==> config.mk <==
export PLATFORM = sky130hd
export DESIGN_NAME = fsc_move_unit
export DESIGN_NICKNAME = d
export VERILOG_FILES = /design/src/rtl/fsc_pkg.sv /design/src/rtl/fsc_field_pick.sv /design/src/rtl/fsc_summary.sv /design/src/rtl/fsc_cond_file.sv /design/src/rtl/fsc_move_unit.sv
export SDC_FILE = /design/constraint.sdc
export NUM_CORES = 1
export LEC_CHECK = 0
export BUFFER_PORTS_ARGS = -buffer_cell sky130_fd_sc_hd__buf_2
export CAP_MARGIN = 40
export CORE_ASPECT_RATIO = 1.2
export CORE_MARGIN = 5
export CORE_UTILIZATION = 35
export CTS_CLUSTER_SIZE = 20
export DETAILED_ROUTE_END_ITERATION = 8
export HOLD_SLACK_MARGIN = 0.12
export SLEW_MARGIN = 15
export SYNTH_ARGS = -nofsm -noshare
export SYNTH_HDL_FRONTEND = slang
export SYNTH_SLANG_ARGS = --single-unit
==> constraint.sdc <==
create_clock -name clk -period 1.6 [get_ports clk]
set_input_delay 0.32 -clock clk [delete_from_list [all_inputs] [get_ports clk]]
set_output_delay 0.32 -clock clk [all_outputs]
set_load 0.01 [all_outputs]
==> src/rtl/fsc_pkg.sv <==
package fsc_pkg;
   localparam int REG_W = 32;

   // vector indices (big-endian bit n at index 31-n)
   localparam int I_FX     = 31;
   localparam int I_FEX    = 30;
   localparam int I_VX     = 29;
   localparam int I_OX     = 28;
   localparam int I_UX     = 27;
   localparam int I_ZX     = 26;
   localparam int I_XX     = 25;
   localparam int I_VE     = 7;
   localparam int I_OE     = 6;
   localparam int I_UE     = 5;
   localparam int I_ZE     = 4;
   localparam int I_XE     = 3;

   // flags that a field read clears
   localparam logic [REG_W-1:0] STICKY_MASK   = 32'h9FF8_0700;
   // invalid-operation causes feeding VX
   localparam logic [REG_W-1:0] VX_CAUSE_MASK = 32'h01F8_0700;
endpackage

==> src/rtl/fsc_field_pick.sv <==
module fsc_field_pick
   import fsc_pkg::*;
#(
   parameter int N_FIELDS = 8,
   parameter int FIELD_W  = 4,
   localparam int IDX_W   = $clog2(N_FIELDS)
) (
   input  logic [REG_W-1:0]   reg_i,
   input  logic [IDX_W-1:0]   idx_i,
   output logic [FIELD_W-1:0] nib_o,
   output logic [REG_W-1:0]   mask_o
);
   logic [FIELD_W-1:0] nibs  [N_FIELDS];
   logic [REG_W-1:0]   masks [N_FIELDS];

   for (genvar g = 0; g < N_FIELDS; g++) begin : g_fld
      localparam int TOP = REG_W - 1 - g * FIELD_W;
      assign nibs[g]  = reg_i[TOP -: FIELD_W];
      assign masks[g] = {{FIELD_W{1'b1}}, {(REG_W-FIELD_W){1'b0}}} >> (g * FIELD_W);
   end

   assign nib_o  = nibs[idx_i];
   assign mask_o = masks[idx_i];
endmodule

==> src/rtl/fsc_summary.sv <==
module fsc_summary
   import fsc_pkg::*;
(
   input  logic [REG_W-1:0] raw_i,
   output logic [REG_W-1:0] fixed_o
);
   logic vx;

   always_comb begin
      vx      = |(raw_i & VX_CAUSE_MASK);
      fixed_o = raw_i;
      fixed_o[I_VX]  = vx;
      fixed_o[I_FEX] = (vx & raw_i[I_VE])
                     | (raw_i[I_OX] & raw_i[I_OE])
                     | (raw_i[I_UX] & raw_i[I_UE])
                     | (raw_i[I_ZX] & raw_i[I_ZE])
                     | (raw_i[I_XX] & raw_i[I_XE]);
   end
endmodule

==> src/rtl/fsc_cond_file.sv <==
module fsc_cond_file
   import fsc_pkg::*;
#(
   parameter int N_FIELDS = 8,
   parameter int FIELD_W  = 4,
   localparam int IDX_W   = $clog2(N_FIELDS)
) (
   input  logic               clk,
   input  logic               rst_n,
   input  logic               bulk_we,
   input  logic [REG_W-1:0]   bulk_wdata,
   input  logic               fld_we,
   input  logic [IDX_W-1:0]   fld_idx,
   input  logic [FIELD_W-1:0] fld_data,
   output logic [REG_W-1:0]   rdata
);
   for (genvar g = 0; g < N_FIELDS; g++) begin : g_fld
      localparam int TOP = REG_W - 1 - g * FIELD_W;
      logic [FIELD_W-1:0] q;
      logic               hit;
      assign hit = fld_we && (fld_idx == IDX_W'(g));
      always_ff @(posedge clk) begin
         if (!rst_n)       q <= '0;
         else if (hit)     q <= fld_data;
         else if (bulk_we) q <= bulk_wdata[TOP -: FIELD_W];
      end
      assign rdata[TOP -: FIELD_W] = q;
   end
endmodule

==> src/rtl/fsc_move_unit.sv <==
module fsc_move_unit
   import fsc_pkg::*;
#(
   parameter int N_FIELDS = 8,
   parameter int FIELD_W  = 4,
   localparam int IDX_W   = $clog2(N_FIELDS)
) (
   input  logic               clk,
   input  logic               rst_n,
   input  logic               fpu_en,
   input  logic               cmd_valid,
   input  logic [IDX_W-1:0]   cmd_src,
   input  logic [IDX_W-1:0]   cmd_dst,
   output logic               exc_req,
   input  logic               st_we,
   input  logic [REG_W-1:0]   st_wdata,
   output logic [REG_W-1:0]   st_rdata,
   input  logic               cr_we,
   input  logic [REG_W-1:0]   cr_wdata,
   output logic [REG_W-1:0]   cr_rdata
);
   if (N_FIELDS * FIELD_W != REG_W) begin : g_bad_geom
      $error("field geometry must tile the 32-bit status word");
   end
   if ((1 << IDX_W) != N_FIELDS) begin : g_bad_idx
      $error("field count must be a power of two");
   end

   logic [REG_W-1:0]   status_q;
   logic               exc_q;
   logic               cmd_go;
   logic [FIELD_W-1:0] pick_nib;
   logic [REG_W-1:0]   pick_mask;
   logic [REG_W-1:0]   cleared;
   logic [REG_W-1:0]   moved;

   assign cmd_go  = cmd_valid & fpu_en;
   assign cleared = status_q & ~(pick_mask & STICKY_MASK);

   fsc_field_pick #(.N_FIELDS(N_FIELDS), .FIELD_W(FIELD_W)) u_pick (
      .reg_i  (status_q),
      .idx_i  (cmd_src),
      .nib_o  (pick_nib),
      .mask_o (pick_mask)
   );

   fsc_summary u_sum (
      .raw_i   (cleared),
      .fixed_o (moved)
   );

   fsc_cond_file #(.N_FIELDS(N_FIELDS), .FIELD_W(FIELD_W)) u_cond (
      .clk        (clk),
      .rst_n      (rst_n),
      .bulk_we    (cr_we),
      .bulk_wdata (cr_wdata),
      .fld_we     (cmd_go),
      .fld_idx    (cmd_dst),
      .fld_data   (pick_nib),
      .rdata      (cr_rdata)
   );

   always_ff @(posedge clk) begin
      if (!rst_n) begin
         status_q <= '0;
         exc_q    <= 1'b0;
      end else begin
         exc_q <= cmd_valid & ~fpu_en;
         if (cmd_go)     status_q <= moved;
         else if (st_we) status_q <= st_wdata;
      end
   end

   assign st_rdata = status_q;
   assign exc_req  = exc_q;
endmodule

* Word level (Yosys, flattened, before mapping) *
Memories as Yosys holds them, arrays and structs flattened.
Index checks and enable logic that the tools add are counted.

storage, ports and cells
  memories kept = 1
  register bits after elaboration = 65
  word-level logic and storage cells = 76
  memory bits (read-only) = 256
  bits of input ports = 76

cells by class
  equality and inequality tests = 7
  $lt $le $gt $ge = 1
  muxes and demuxes = 23
  bitwise logic cells = 15
  reduce and logical (&&, ||, !) cells = 19

memories
  memory            words  width  read ports  clocked after Yosys merged registers in  wr ports  RTL line              RTL
  (name not given)  8      32     1           0                                        0         fsc_field_pick.sv:23  assign mask_o = masks[idx_i];

operators with widths
  cell                  count
  $mux W32              4
  $mux W4               18
  $and A32 B32 Y32      1
  $not A32 Y32          1
  $reduce_bool A2 Y1    9
  $bmux W4 S3           1
  $eq A3 B3 Y1 const B  4
  $reduce_or A9 Y1      1
  $logic_and A1 B1 Y1   8
  $and A1 B1 Y1         7
  $eq A3 B2 Y1 const B  2
  $ge A4 B4 Y1 const B  1
  $not A3 Y4            1
  $or A1 B1 Y1          4
  $eq A3 B1 Y1 const B  1
  $logic_not A3 Y1      1
  $not A1 Y1            1

* Longest topological paths before layout *
  depth after elaboration = 13
  gate-level depth with buffers = 6
  gate-level depth less buffers = 4

* By module *
A second synthesis with hierarchy kept.

unflattened totals
  cell total of the unflattened synthesis = 447
  area, all modules = 4,441.8 um^2

by module, submodules not included
  module          times used  sequential area each (um^2)  cells an instance  area each (um^2)
  fsc_move_unit   1           660.6                        184                2,075.7
  fsc_cond_file   1           640.6                        155                1,574.0
  fsc_field_pick  1           0.0                          69                 513.0
  fsc_summary     1           0.0                          39                 279.0

* Worst setup path before layout *
Ideal clock, no wire load.

  path type = in2reg
  from = input port cmd_src[1]
  to = register u_cond.g_fld[0].q[0]
  path slack = 109 ps
  stages = 4
  required time = 1,465 ps
  arrival time = 1,356 ps
  cells stage by stage = buf_2 mux4_2 mux2i_4 a21oi_1

on the way
  longest elaborated chain between the ends = 5

ends and longest elaborated chain
  element                                     RTL line              RTL
  from (decl)                                 fsc_move_unit.sv:12   input logic [IDX_W-1:0] cmd_src,
  $not A3 Y4 (not written as such)            fsc_field_pick.sv:22  assign nib_o = nibs[idx_i];
  $bmux W4 S3                                 fsc_field_pick.sv:22
  $mux W4 (not written as such) (2 in a row)  fsc_field_pick.sv:22
  $mux W4                                     fsc_cond_file.sv:24   else if (hit) q <= fld_data;
  to (signal assigned)                        fsc_cond_file.sv:24
  to (signal assigned)                        fsc_cond_file.sv:25   else if (bulk_we) q <= bulk_wdata[TOP -: FIELD_W];
  to (decl)                                   fsc_cond_file.sv:19   logic [FIELD_W-1:0] q;

No other way between the ends. The select of a mux whose other input is x is not followed.
A chain may end at the register's enable or synchronous reset.

* Worst setup path in the final report *
  from = register status_q[25], in the netlist st_rdata[25]
  to = register u_cond.g_fld[0].q[1]

on the way
  longest elaborated chain between the ends = 4

ends and longest elaborated chain
  element                                     RTL line              RTL
  from (decl)                                 fsc_move_unit.sv:29   logic [REG_W-1:0] status_q;
  from (signal assigned)                      fsc_move_unit.sv:69   if (cmd_go) status_q <= moved;
  from (signal assigned)                      fsc_move_unit.sv:70   else if (st_we) status_q <= st_wdata;
  $bmux W4 S3                                 fsc_field_pick.sv:22
  $mux W4 (not written as such) (2 in a row)  fsc_field_pick.sv:22
  $mux W4                                     fsc_cond_file.sv:24

No other way between the ends. The select of a mux whose other input is x is not followed.

==> qor.yml <==
worstMarginPinSlew_ns: 0.422
yosysMostFrequentCell: "dfxtp_1"
worst_hold_path_type: "in2reg"
arrival_ns: 1.61
pin_count: 141
vias: 3033
yosysSeqAreaShare: 0.403
reg2reg_slack_ns: 0.19
tns_ns: 0
cts_setup_buffers: 0
worst_r2r_endpoint: "u_cond.g_fld[0].q[1]$_SDFFE_PN0P_"
cts_inserted_buffers: 9
yosysTopAreaCell: "dfxtp_1"
synth_top_cell_area_share: 0.403
worst-path-buf-inv: 1
drtPass1Iterations: 4
grt_setup_unrepaired: "no"
synth_edf_count: 0
antennaDiodeCount: 0
start_util: 0.358
grt_first_pass_wirelength_um: 16100
htree_levels: 3
synth_seq_cells: 65
timing.fmax_ghz: 0.709
grt_max_degree: 67
fin_crit_sh: 0.881
die-width_um: 97.7
num_rows: 38
cts-root-buf: "clkbuf_8"
grt_usage: 0.180
clkSlewWorstSetupHoldPaths_ns: 0.07
core_area_mm2: 0.00903
avgSynthCellArea_um2: 10.0
finalCoreUtilization: 0.489
synthCells: 323
routed_wirelength_um: 9920
cts_sinks: 65
whs_endpoint: "st_rdata[18]$_SDFFE_PN0P_"
drt-initial-drc-count: 84
ys_async_sr_fraction: 0
cts_tree: "done"
hold_buffers: 0
reg2reg_depth: 4
finalHoldViolations: 0
layout-drive-gt1-share: 0.494
max_stage_delay_ns: 0.51
cts_buffer_depth: 2
critPathRequiredTime_ns: 1.80
area_growth_pct: 36.6
power.density_mw_per_mm2: 896
grt_antenna_before_repair: 0
setup-violations-final: 0
yosys-top-cells-area: "dfxtp_1 40%, mux2_2 11%, o21ai_0 5.7%"
clock_skew_ns: 0.00900
start_kind: "flop"
synth_flop_cell: "dfxtp_1"
dp.final_hpwl_um: 7740
nNetsFinal: 555
critPathSlowestCell: "mux4_2"
die_area_mm2: 0.0113
gp_congestion: 0.842
peakVddDrop_mv: 0.433
cp_top_family: "multiplexers"
drc: 0
period_needed_ns: 1.41
drv_cap: 0
hold_depth: 3
ys_warn_count: 0
yosysUniqueCellTypes: 44
port_buffers: 140
grt_pass1_vias: 3218
path_cells: "mux4_2 -> mux2i_4 -> buf_12 -> a21oi_1"
synthesis.area_mm2: 0.00323
overflow: 0
reg2reg_from: "st_rdata[25]$_SDFFE_PN0P_"
cts-resized-gates: 0
p_leak_nw: 1.99
endpoint_kind: "flop"
wire_per_inst_um: 16.4
cp_max_fo: 8
synth_commonest_cells: "65 x dfxtp_1, 37 x nand2_1, 37 x o21ai_0"
ant_nets: 0
slew_viol_final: 0
die_h_um: 115
critPathKind: "reg2reg"
worst_hold_startpoint: "st_wdata[18]"
status: "completed"
synth_fp_nets: 399
via_per_inst: 5.02
clock_latency_ns: 0.33
slew_headroom: 0.717
## metrics by stage
stage	cell area [µm²]	setup WS, ns	hold WS [ns]	instances	power, W
floorplan	3230	0.109	0.392	323	0.00225
global placement	4220	-0.0442	0.478	588	0.00262
detailed placement	4220	-0.109	0.488	588	0.00263
CTS	4420	0.184	0.215	604	0.00401
global route	4420	0.103	0.217	604	0.00417
finish	4420	0.190	0.236	604	0.00395
## cells in the final DEF (no fill, tap or decap), types with 2 or more instances in the layout
master and count:
a21boi_0 17, a21oi_1 36, a22oi_1 13, buf_12 6, buf_2 140, buf_4 20
clkbuf_8 10, clkinv_2 4, dfxtp_1 65, mux2_2 31, mux2_4 2, mux2i_4 4
mux4_2 8, nand2_1 37, nand2b_1 2, nor2_1 7, nor2_4 3, nor2b_1 13
nor3_4 3, nor3b_1 2, o21ai_0 37, o311ai_0 2
## layout make-up
cell class                      count  area [µm²]
Clock buffer                       10         138
Clock inverter                      6        57.6
Fill cell                         917        4620
Inverter                            1        3.75
Multi-Input combinational cell    236        1790
Sequential cell                    65        1300
Tap cell                          120         150
Timing Repair Buffer              166         971
## cells by family after synthesis
| group | count (synthesis) | share of synthesized area |
|---|---|---|
| multiplexers | 46 | 0.204 |
| flip-flops | 65 | 0.403 |
| AO/OA/AOI/OAI | 112 | 0.206 |
| AND/OR/NAND/NOR | 78 | 0.145 |
| buffers and inverters | 22 | 0.0422 |
## how the worst max path moves through the flow
stage | slack (ns) | startpoint | end | cells past startpoint
after floorplan | 0.11 | cmd_src[1] | u_cond.g_fld[0].q[0]$_SDFFE_PN0P_ | 4
after global placement | -0.04 | cmd_src[1] | st_rdata[30]$_SDFFE_PN0P_ | 6
after detailed placement | -0.11 | cmd_src[1] | st_rdata[30]$_SDFFE_PN0P_ | 6
after CTS | 0.18 | st_rdata[25]$_SDFFE_PN0P_ | u_cond.g_fld[0].q[1]$_SDFFE_PN0P_ | 4
after global routing | 0.10 | cmd_src[1] | st_rdata[30]$_SDFFE_PN0P_ | 6
final | 0.19 | st_rdata[25]$_SDFFE_PN0P_ | u_cond.g_fld[0].q[1]$_SDFFE_PN0P_ | 4
## worst register-to-register path: cells and delay by family (launching register included)
kind	cells	cell delay, ns
compound gates	1	0.06
buf+inv	1	0.15
flops	1	0.37
mux	2	0.70
## report_power, final
| part | switching, W | leakage (nW) | internal [W] |
|---|---|---|---|
| combinational | 0.000393 | 1.35 | 0.000405 |
| clock | 0.000612 | 0.102 | 0.000751 |
| sequential | 0.0000732 | 0.536 | 0.00172 |
| total | 0.00108 | 1.99 | 0.00288 |
## layer usage
layer	GRT usage	share of wire	up-vias
li1	-	-	1502
met1	0.203	0.40	1377
met2	0.312	0.48	136
met3	0.0661	0.087	18
met4	0.0693	0.026	0
met5	0	0	-
## sequential cells by signal, indices dropped and copies added, names as in the netlist
name	flops
exc_req	1
st_rdata	32
u_cond.g_fld.q	32
(Power assumes the default switching activity.)
